$ cat src/rtl/lif_pkg.sv
package lif_pkg;
  localparam int DEF_W_INT  = 3;
  localparam int DEF_W_FRAC = 4;
  localparam int DEF_GUARD  = 4;
  localparam int DEF_REFR_W = 8;

  function automatic int unsigned pot_width(input int unsigned wi, input int unsigned wf,
                                            input int unsigned g);
    return wi + wf + g;
  endfunction
endpackage

$ cat src/rtl/lif_leak.sv
module lif_leak #(
  parameter int PW  = 11,
  parameter int SHW = 4
) (
  input  logic                 tick_i,
  input  logic        [SHW-1:0] shift_i,
  input  logic signed [PW-1:0] v_i,
  output logic signed [PW-1:0] v_o
);
  logic signed [PW-1:0] decay;

  always_comb begin
    decay = v_i >>> shift_i;
    v_o   = tick_i ? (v_i - decay) : v_i;
  end

  // leak never moves a potential away from zero or across it
  always_comb begin
    if (tick_i && v_i >= 0) a_r4_leak_pos: assert (v_o >= 0 && v_o <= v_i);
    if (tick_i && v_i < 0)  a_r4_leak_neg: assert (v_o <= 0 && v_o >= v_i);
  end
endmodule

$ cat src/rtl/lif_accum.sv
module lif_accum #(
  parameter int PW = 11,
  parameter int WW = 7
) (
  input  logic signed [PW-1:0] a_i,
  input  logic                 en_i,
  input  logic        [WW-1:0] w_i,
  output logic signed [PW-1:0] sum_o
);
  localparam logic signed [PW-1:0] VMAX = {1'b0, {(PW-1){1'b1}}};
  localparam logic signed [PW-1:0] VMIN = {1'b1, {(PW-1){1'b0}}};

  logic [PW:0] wide;
  logic [PW:0] wext;

  always_comb begin
    wext = en_i ? {{(PW+1-WW){w_i[WW-1]}}, w_i} : '0;
    wide = {a_i[PW-1], a_i} + wext;
    if (wide[PW] != wide[PW-1]) sum_o = wide[PW] ? VMIN : VMAX;
    else                        sum_o = wide[PW-1:0];
  end

  // adding a negative weight never yields a larger value (no wrap), and vice versa
  always_comb begin
    if (en_i && w_i[WW-1])  a_r8_no_wrap_neg: assert (sum_o <= a_i);
    if (en_i && !w_i[WW-1]) a_r8_no_wrap_pos: assert (sum_o >= a_i);
  end
endmodule

$ cat src/rtl/lif_refractory.sv
module lif_refractory #(
  parameter int REFR_W = 8
) (
  input  logic              clk,
  input  logic              rst,
  input  logic              start_i,
  input  logic              tick_i,
  input  logic [REFR_W-1:0] len_i,
  output logic              busy_o
);
  logic [REFR_W-1:0] cnt;

  always_ff @(posedge clk) begin
    if (rst)                      cnt <= '0;
    else if (start_i)             cnt <= len_i;
    else if (tick_i && cnt != '0) cnt <= cnt - 1'b1;
  end

  assign busy_o = (cnt != '0);

  // the count only drops on a tick
  a_r7_count_on_tick: assert property (@(posedge clk) disable iff (rst)
    (busy_o && !tick_i && !start_i) |=> busy_o);
endmodule

$ cat src/rtl/lif_neuron.sv
module lif_neuron
  import lif_pkg::*;
#(
  parameter int W_INT  = DEF_W_INT,
  parameter int W_FRAC = DEF_W_FRAC,
  parameter int GUARD  = DEF_GUARD,
  parameter int REFR_W = DEF_REFR_W,
  localparam int WW    = W_INT + W_FRAC,
  localparam int PW    = pot_width(W_INT, W_FRAC, GUARD),
  localparam int SHW   = $clog2(PW)
) (
  input  logic              clk,
  input  logic              rst,
  input  logic              ev_valid_i,
  input  logic [WW-1:0]     ev_weight_i,
  input  logic              tick_i,
  input  logic [SHW-1:0]    cfg_leak_shift_i,
  input  logic [REFR_W-1:0] cfg_refr_ticks_i,
  output logic              spike_o,
  output logic [PW-1:0]     v_mem_o
);
  localparam logic signed [PW-1:0] THR = PW'(1 << W_FRAC);

  logic signed [PW-1:0] v_q;
  logic signed [PW-1:0] v_leaked;
  logic signed [PW-1:0] v_post;
  logic                 busy;
  logic                 fire;
  logic                 spike_q;

  lif_leak #(.PW(PW), .SHW(SHW)) u_leak (
    .tick_i (tick_i),
    .shift_i(cfg_leak_shift_i),
    .v_i    (v_q),
    .v_o    (v_leaked)
  );

  lif_accum #(.PW(PW), .WW(WW)) u_accum (
    .a_i  (v_leaked),
    .en_i (ev_valid_i && !busy),
    .w_i  (ev_weight_i),
    .sum_o(v_post)
  );

  assign fire = !busy && (v_post >= THR);

  lif_refractory #(.REFR_W(REFR_W)) u_refr (
    .clk    (clk),
    .rst    (rst),
    .start_i(fire),
    .tick_i (tick_i),
    .len_i  (cfg_refr_ticks_i),
    .busy_o (busy)
  );

  always_ff @(posedge clk) begin
    if (rst) begin
      v_q     <= '0;
      spike_q <= 1'b0;
    end else begin
      spike_q <= fire;
      if (busy || fire) v_q <= '0;
      else              v_q <= v_post;
    end
  end

  assign spike_o = spike_q;
  assign v_mem_o = v_q;

  // a spike is always accompanied by a cleared potential
  a_r6_spike_clears: assert property (@(posedge clk) disable iff (rst)
    spike_o |-> (v_mem_o == '0));
  // while refractory nothing integrates and nothing fires
  a_r7_quiet_refr: assert property (@(posedge clk) disable iff (rst)
    busy |=> (!spike_o && v_mem_o == '0));
  // below threshold the stored potential never sits at or above 1.0
  a_r6_below_thr: assert property (@(posedge clk) disable iff (rst)
    !spike_o |-> ($signed(v_mem_o) < THR));
endmodule

$ cat config.mk
export PLATFORM = sky130hd
export DESIGN_NAME = lif_neuron
export DESIGN_NICKNAME = d
export VERILOG_FILES = /design/src/rtl/lif_pkg.sv /design/src/rtl/lif_leak.sv /design/src/rtl/lif_accum.sv /design/src/rtl/lif_refractory.sv /design/src/rtl/lif_neuron.sv
export SDC_FILE = /design/constraint.sdc
export NUM_CORES = 1
export LEC_CHECK = 0
export BUFFER_PORTS_ARGS = -buffer_cell sky130_fd_sc_hd__buf_2
export CORE_AREA = 5 5 75 128
export CTS_BUF_LIST = sky130_fd_sc_hd__clkbuf_4 sky130_fd_sc_hd__clkbuf_8
export DETAILED_ROUTE_END_ITERATION = 16
export DIE_AREA = 0 0 80 133
export PLACE_DENSITY = 0.48
export SYNTH_ARGS = -nofsm -noshare
export SYNTH_HDL_FRONTEND = slang
export SYNTH_SLANG_ARGS = --single-unit
$ cat constraint.sdc
create_clock -name clk -period 15.4 [get_ports clk]
set_input_delay 1.54 -clock clk [delete_from_list [all_inputs] [get_ports clk]]
set_output_delay 1.54 -clock clk [all_outputs]
set_load 0.05 [all_outputs]
; After elaboration in Yosys (flattened, before gate mapping)
; Index checks and enable logic that the tools add are counted.
[totals]
memories = 0
out_inout_bits = 12
romBits = 0
reg_bits = 20
input_bits = 23
latch_bits = 0
ram_bits = 0
wordCells = 23
[op_classes]
reduce_logical = 8
n_addsub = 3
bitwise = 0
mul = 0
magnitude_cmp = 1
eq_ne = 1
n_shift = 1
mux = 6
div = 0
[ops]
columns = op, count
row1 = $mux W11, 3
row2 = $mux W8, 2
row3 = $add A12 B12 Y12, 1
row4 = $mux W12, 1
row5 = $ge A11 B6 Y1 const B, 1
row6 = $sshr A11 B4 Y11, 1
row7 = $sub A11 B11 Y11, 1
row8 = $reduce_bool A8 Y1, 1
row9 = $sub A8 B1 Y8 const B, 1
row10 = $logic_and A1 B1 Y1, 3
row11 = $reduce_bool A2 Y1, 1
row12 = $reduce_or A2 Y1, 1
row13 = $logic_not A1 Y1, 1
row14 = $logic_or A1 B1 Y1, 1
row15 = $ne A1 B1 Y1, 1

; Depth between registers and ports, before layout
[logic_depth]
ltp_word = 11
mapped_depth = 32
depth_no_buf = 30

; Hierarchy
; Synthesis repeated with hierarchy kept, for this count alone.
[unflattened]
hier_cells = 317
hier_area_um2 = 2630.0
[by_module_without_submodules]
columns = module, cells_per_inst, instances, seq_area_each_um2, area_each_um2
row1 = lif_leak, 112, 1, 0.0, 932.1
row2 = lif_accum, 107, 1, 0.0, 779.5
row3 = lif_refractory, 67, 1, 160.2, 533.0
row4 = lif_neuron, 31, 1, 240.2, 385.4

; Least setup slack after synthesis
; Ideal clock, no wire load.
[synth_timing]
path_type = input to register
from = in cfg_leak_shift_i[1]
to = reg u_refr.cnt[0]
arrival_ns = 7.145
setup_time_ns = 0.121
cell_stages = 31
path_slack_ns = 8.135
n_path_buf = 3
t_required_ns = 15.279
path_cell_list = clkbuf_1 > clkbuf_1 > nand2_1 > o21ai_0 > nor2_1 > a21oi_1 > nor2_1 > a21oi_1 > o21ai_0 > ha_1 > nor2b_1 > o21a_1 > o21ai_0 > a21oi_1 > o21a_1 > o21a_1 > o31ai_1 > ha_1 > o21ai_1 > nor2_1 > o211ai_2 > nand2_1 > a221oi_4 > inv_2 > ha_1 > buf_2 > nand2_1 > mux2_1 > and4bb_4 > nor3_2 > mux2_2
[synth_via]
elab_chain_cells = 9
word_cells_on_any_way = 11
classes_between = add/sub: 2 / order compare: 1 / eq/ne: 1 / shift: 1 / mux: 4 / reduce/logical: 2
[synth_rtl]
columns = element, line
row1 = start: declaration, lif_neuron.sv:17  ; input logic [SHW-1:0] cfg_leak_shift_i,
row2 = $sshr A11 B4 Y11 (*), lif_leak.sv:13  ; decay = v_i >>> shift_i;
row3 = $sub A11 B11 Y11 (*), lif_leak.sv:14  ; v_o = tick_i ? (v_i - decay) : v_i;
row4 = $mux W11 (*), lif_leak.sv:14
row5 = $add A12 B12 Y12 (*), lif_accum.sv:18  ; wide = {a_i[PW-1], a_i} + wext;
row6 = $mux W11 / $ne A1 B1 Y1 (equally long branches), lif_accum.sv:19  ; if (wide[PW] != wide[PW-1]) sum_o = wide[PW] ? VMIN : VMAX;
row7 = $mux W11 (*), lif_accum.sv:19
row8 = $ge A11 B6 Y1 (*), lif_neuron.sv:45  ; assign fire = !busy && (v_post >= THR);
row9 = $logic_and A1 B1 Y1 (*), lif_neuron.sv:45
row10 = $mux W8 / $reduce_bool A2 Y1 (equally long branches), --
row11 = end signal: assignment, lif_refractory.sv:15  ; else if (start_i) cnt <= len_i;
row12 = end signal: assignment, lif_refractory.sv:16  ; else if (tick_i && cnt != '0) cnt <= cnt - 1'b1;
row13 = end: declaration, lif_refractory.sv:11  ; logic [REFR_W-1:0] cnt;
; Every way passes the cells marked *; elsewhere a longest branch is shown, timed or not.
; A chain may end at the register's enable or synchronous reset.

; Final worst setup path
[layout_timing]
from = in cfg_leak_shift_i[1]
to = reg v_q[1] (netlist: v_mem_o[1])
[layout_via]
elab_chain_cells = 10
word_cells_on_any_way = 11
classes_between = add/sub: 2 / order compare: 1 / eq/ne: 1 / shift: 1 / mux: 3 / reduce/logical: 3
[layout_rtl]
columns = element, line
row1 = $sshr A11 B4 Y11 (*), lif_leak.sv:13
row2 = $sub A11 B11 Y11 (*), lif_leak.sv:14
row3 = $mux W11 (*), lif_leak.sv:14
row4 = $add A12 B12 Y12 (*), lif_accum.sv:18
row5 = $mux W11 / $ne A1 B1 Y1 (equally long branches), lif_accum.sv:19
row6 = $mux W11 (*), lif_accum.sv:19
row7 = $ge A11 B6 Y1, lif_neuron.sv:45
row8 = $logic_and A1 B1 Y1, lif_neuron.sv:45
row9 = $logic_or A1 B1 Y1, lif_neuron.sv:62  ; if (busy || fire) v_q <= '0;
row10 = $reduce_or A2 Y1 (no line), --
row11 = end signal: assignment, lif_neuron.sv:63  ; else v_q <= v_post;
row12 = end: declaration, lif_neuron.sv:24  ; logic signed [PW-1:0] v_q;
; Marks and branches as above.

==> metrics.txt <==
pin count of the biggest net entering global routing 22; Max Fclk approximately 0.13 GHz; # DRC 0; syn nets roughly 360; WP data arrival about 8 ns; HPWL Detailed 5.699 mm; die area roughly 11000 um^2; met3 routed WL approximately 220 um; vias in the first global route around 2400; vias per cell roughly 5.3; drt total wl slightly below 7 mm; Layout Cells excl Fill 452; Final Hold Vio Count 0; Final setup viols 0; Total Power roughly 700 uW; # placed instances ~450; Power Density roughly 250 nW/um^2; CP required approximately 16 ns; ys flop type dfxtp_1; Final Max Tran Viols 0; met1 wire length 2.579 mm; Clock Skew 0.006063 ns; Post-synth ARST share 0%; crit end category flip-flop; worst hold path type flip-flop to flip-flop; clock sinks 20; Root Driver clkbuf_8; Cell Area, Synth around 2500 um^2; clk buf depth 2; Slew HR between 50 and 60%; Reg clk slew, reported paths 0.08 ns; post-CTS resize count 0; worst-path fanout max 17; H-tree Lvls 1; Synth Register Bits 20; setup bufs post-CTS 0; crit path max-delay cell type ha_1; IR drop worst, VDD 0.08796 mV; num ports 35; Die Wd roughly 80 um; layout net count about 380; Seq/Total Area, Yosys between 15 and 20%; Yosys cell types slightly below 60; core footprint about 8600 um^2; EDFF count, synth 0; CTS Buf Count 3; status finished clean; DR iter-0 viols 71; pre-CTS setup slack between 7 and 8 ns; Skew-Pair Late Insertion Delay 0.27 ns; total congestion overflow 0; port buffer count 34; via count between 2000 and 2500; final worst slack 7.459 ns; worst slew pin tran between 0.6 and 0.7 ns; FP Rows 45; unrepaired setup endpoints after global routing no; Synth Warn # 0; Syn Area/Cell roughly 8 um^2; Cells after Synth between 300 and 400; antenna-violating nets left 0; slowest stage delay, CP around 0.76 ns; CTS Hold Bufs 0; layout cells sized above 1 roughly 19%; gpl congestion 0.8456; global-route wire length before repair roughly 11 mm; Initial Utilization 28.73%; Die Y between 100 and 150 um; setup TNS 0 ns; initial antenna violation count 0; period utilization 51.56%; DR WL met2 between 3 and 4 mm; Antenna Cells 0; drt pass-1 iters 4; CTS tree yes; CP Launch Type input port; P&R area growth vs syn 13.28%; MaxCap Viol Count 0; gr usage total about an eighth; post-layout min period 7.941 ns; Max Used Layer met4; Pleak ~0.0012 uW; WL per Instance around 15 um; Crit Path Class input port to flip-flop
[state kept, by name, summed over array words and instances, names as in the netlist]
signal      count
u_refr.cnt      8
v_mem_o        11
spike_o         1
[final cells by class]
cell class | instances | area, um^2
multi-input cells | 260 | 1933
fillers | 963 | 5773
inverters | 17 | 63.81
clock inverters | 1 | 30.03
repair buffers | 34 | 170.2
flip-flops and latches | 20 | 400.4
clock buffers | 3 | 41.29
well taps | 117 | 146.4
[power by group]
| group | leakage [uW] | switching, uW | internal, uW | total (uW) |
|---|---|---|---|---|
| Clock | 0.0000357 | 20.4 | 34.7 | 55.2 |
| Sequential | 0.000163 | 22.7 | 70.0 | 92.7 |
| Combinational | 0.000981 | 347 | 203 | 550 |
[cells in the mapped netlist, types with 4 or more instances]
cell type,n,area share [%]
o31ai_1,4,1.2
nand3_1,6,1.2
nand2b_1,6,1.5
a211oi_1,7,2.1
nor2_1,27,4.1
clkbuf_1,9,1.4
dfxtp_1,20,16
nor3_1,12,2.4
nor2b_1,6,1.5
nand2_1,18,2.7
inv_1,15,2.3
a21oi_1,27,5.5
ha_1,23,12
xnor2_1,10,3.6
mux2i_1,7,2.8
o21ai_0,21,4.3
o21a_1,9,2.7
o2bb2ai_1,6,2.1
and3_1,10,2.5
mux2_2,8,3.7
a2111oi_2,6,3.7
[per-stage QoR]
step | util (%) | hold WS (ns) | cell area (um^2)
3_5_place_dp | 31.71 | 0.5749 | 2714
4_1_cts | 32.54 | 0.5956 | 2785
5_1_grt | 32.54 | 0.6396 | 2785
2_1_floorplan | - | 0.5413 | 2459
3_3_place_gp | 31.71 | 0.5705 | 2714
6_report | 32.54 | 0.5924 | 2785
[cells by family after synthesis]
family | after synthesis | synth area share, %
simple gates | 100 | 21.58
fa+ha+maj | 25 | 13.33
compound gates | 105 | 31.20
mux | 17 | 7.888
flops | 20 | 16.28
buf+inv | 29 | 5.088
xor+xnor | 13 | 4.631
[layout by cell type (no fill, tap or decap), types with 4 or more instances in the layout]
| cell | n |
|---|---|
| a21oi_1 | 27 |
| o31ai_1 | 4 |
| ha_1 | 23 |
| nand2_1 | 18 |
| nand3_1 | 6 |
| mux2i_1 | 7 |
| a211oi_1 | 7 |
| and3_1 | 10 |
| o21ai_0 | 21 |
| mux2_2 | 8 |
| nor2b_1 | 6 |
| a2111oi_2 | 6 |
| nand2b_1 | 6 |
| dfxtp_1 | 20 |
| xnor2_1 | 10 |
| o21a_1 | 9 |
| nor3_1 | 12 |
| buf_2 | 34 |
| nor2_1 | 27 |
| inv_1 | 15 |
| o2bb2ai_1 | 6 |
[critical path, delay by kind of cell]
| kind | cells | cell delay (ns) |
|---|---|---|
| buffers and inverters | 2 | 0.44 |
| muxes | 1 | 0.39 |
| and+or+nand+nor | 9 | 1.30 |
| adders and majority gates | 3 | 1.34 |
| AOI/OAI and AO/OA | 14 | 3.08 |
[layer usage]
metal / vias to the layer above / global-route usage (%)
li1: 1208 / -
met1: 1103 / 13.02
met2: 48 / 25.83
met3: 14 / 1.090
met4: 0 / 5.169
met5: - / 0
[path summary, 6_finish.rpt]
path                            start             to  slack [ns]  cells past startpoint
setup reg to reg           v_mem_o[8]     v_mem_o[1]        8.68                     28
setup / recovery  cfg_leak_shift_i[1]     v_mem_o[1]        7.46                     29
hold reg to reg         u_refr.cnt[3]  u_refr.cnt[3]        0.59                      2
hold / removal          u_refr.cnt[3]  u_refr.cnt[3]        0.59                      2
(Power assumes the default switching activity.)
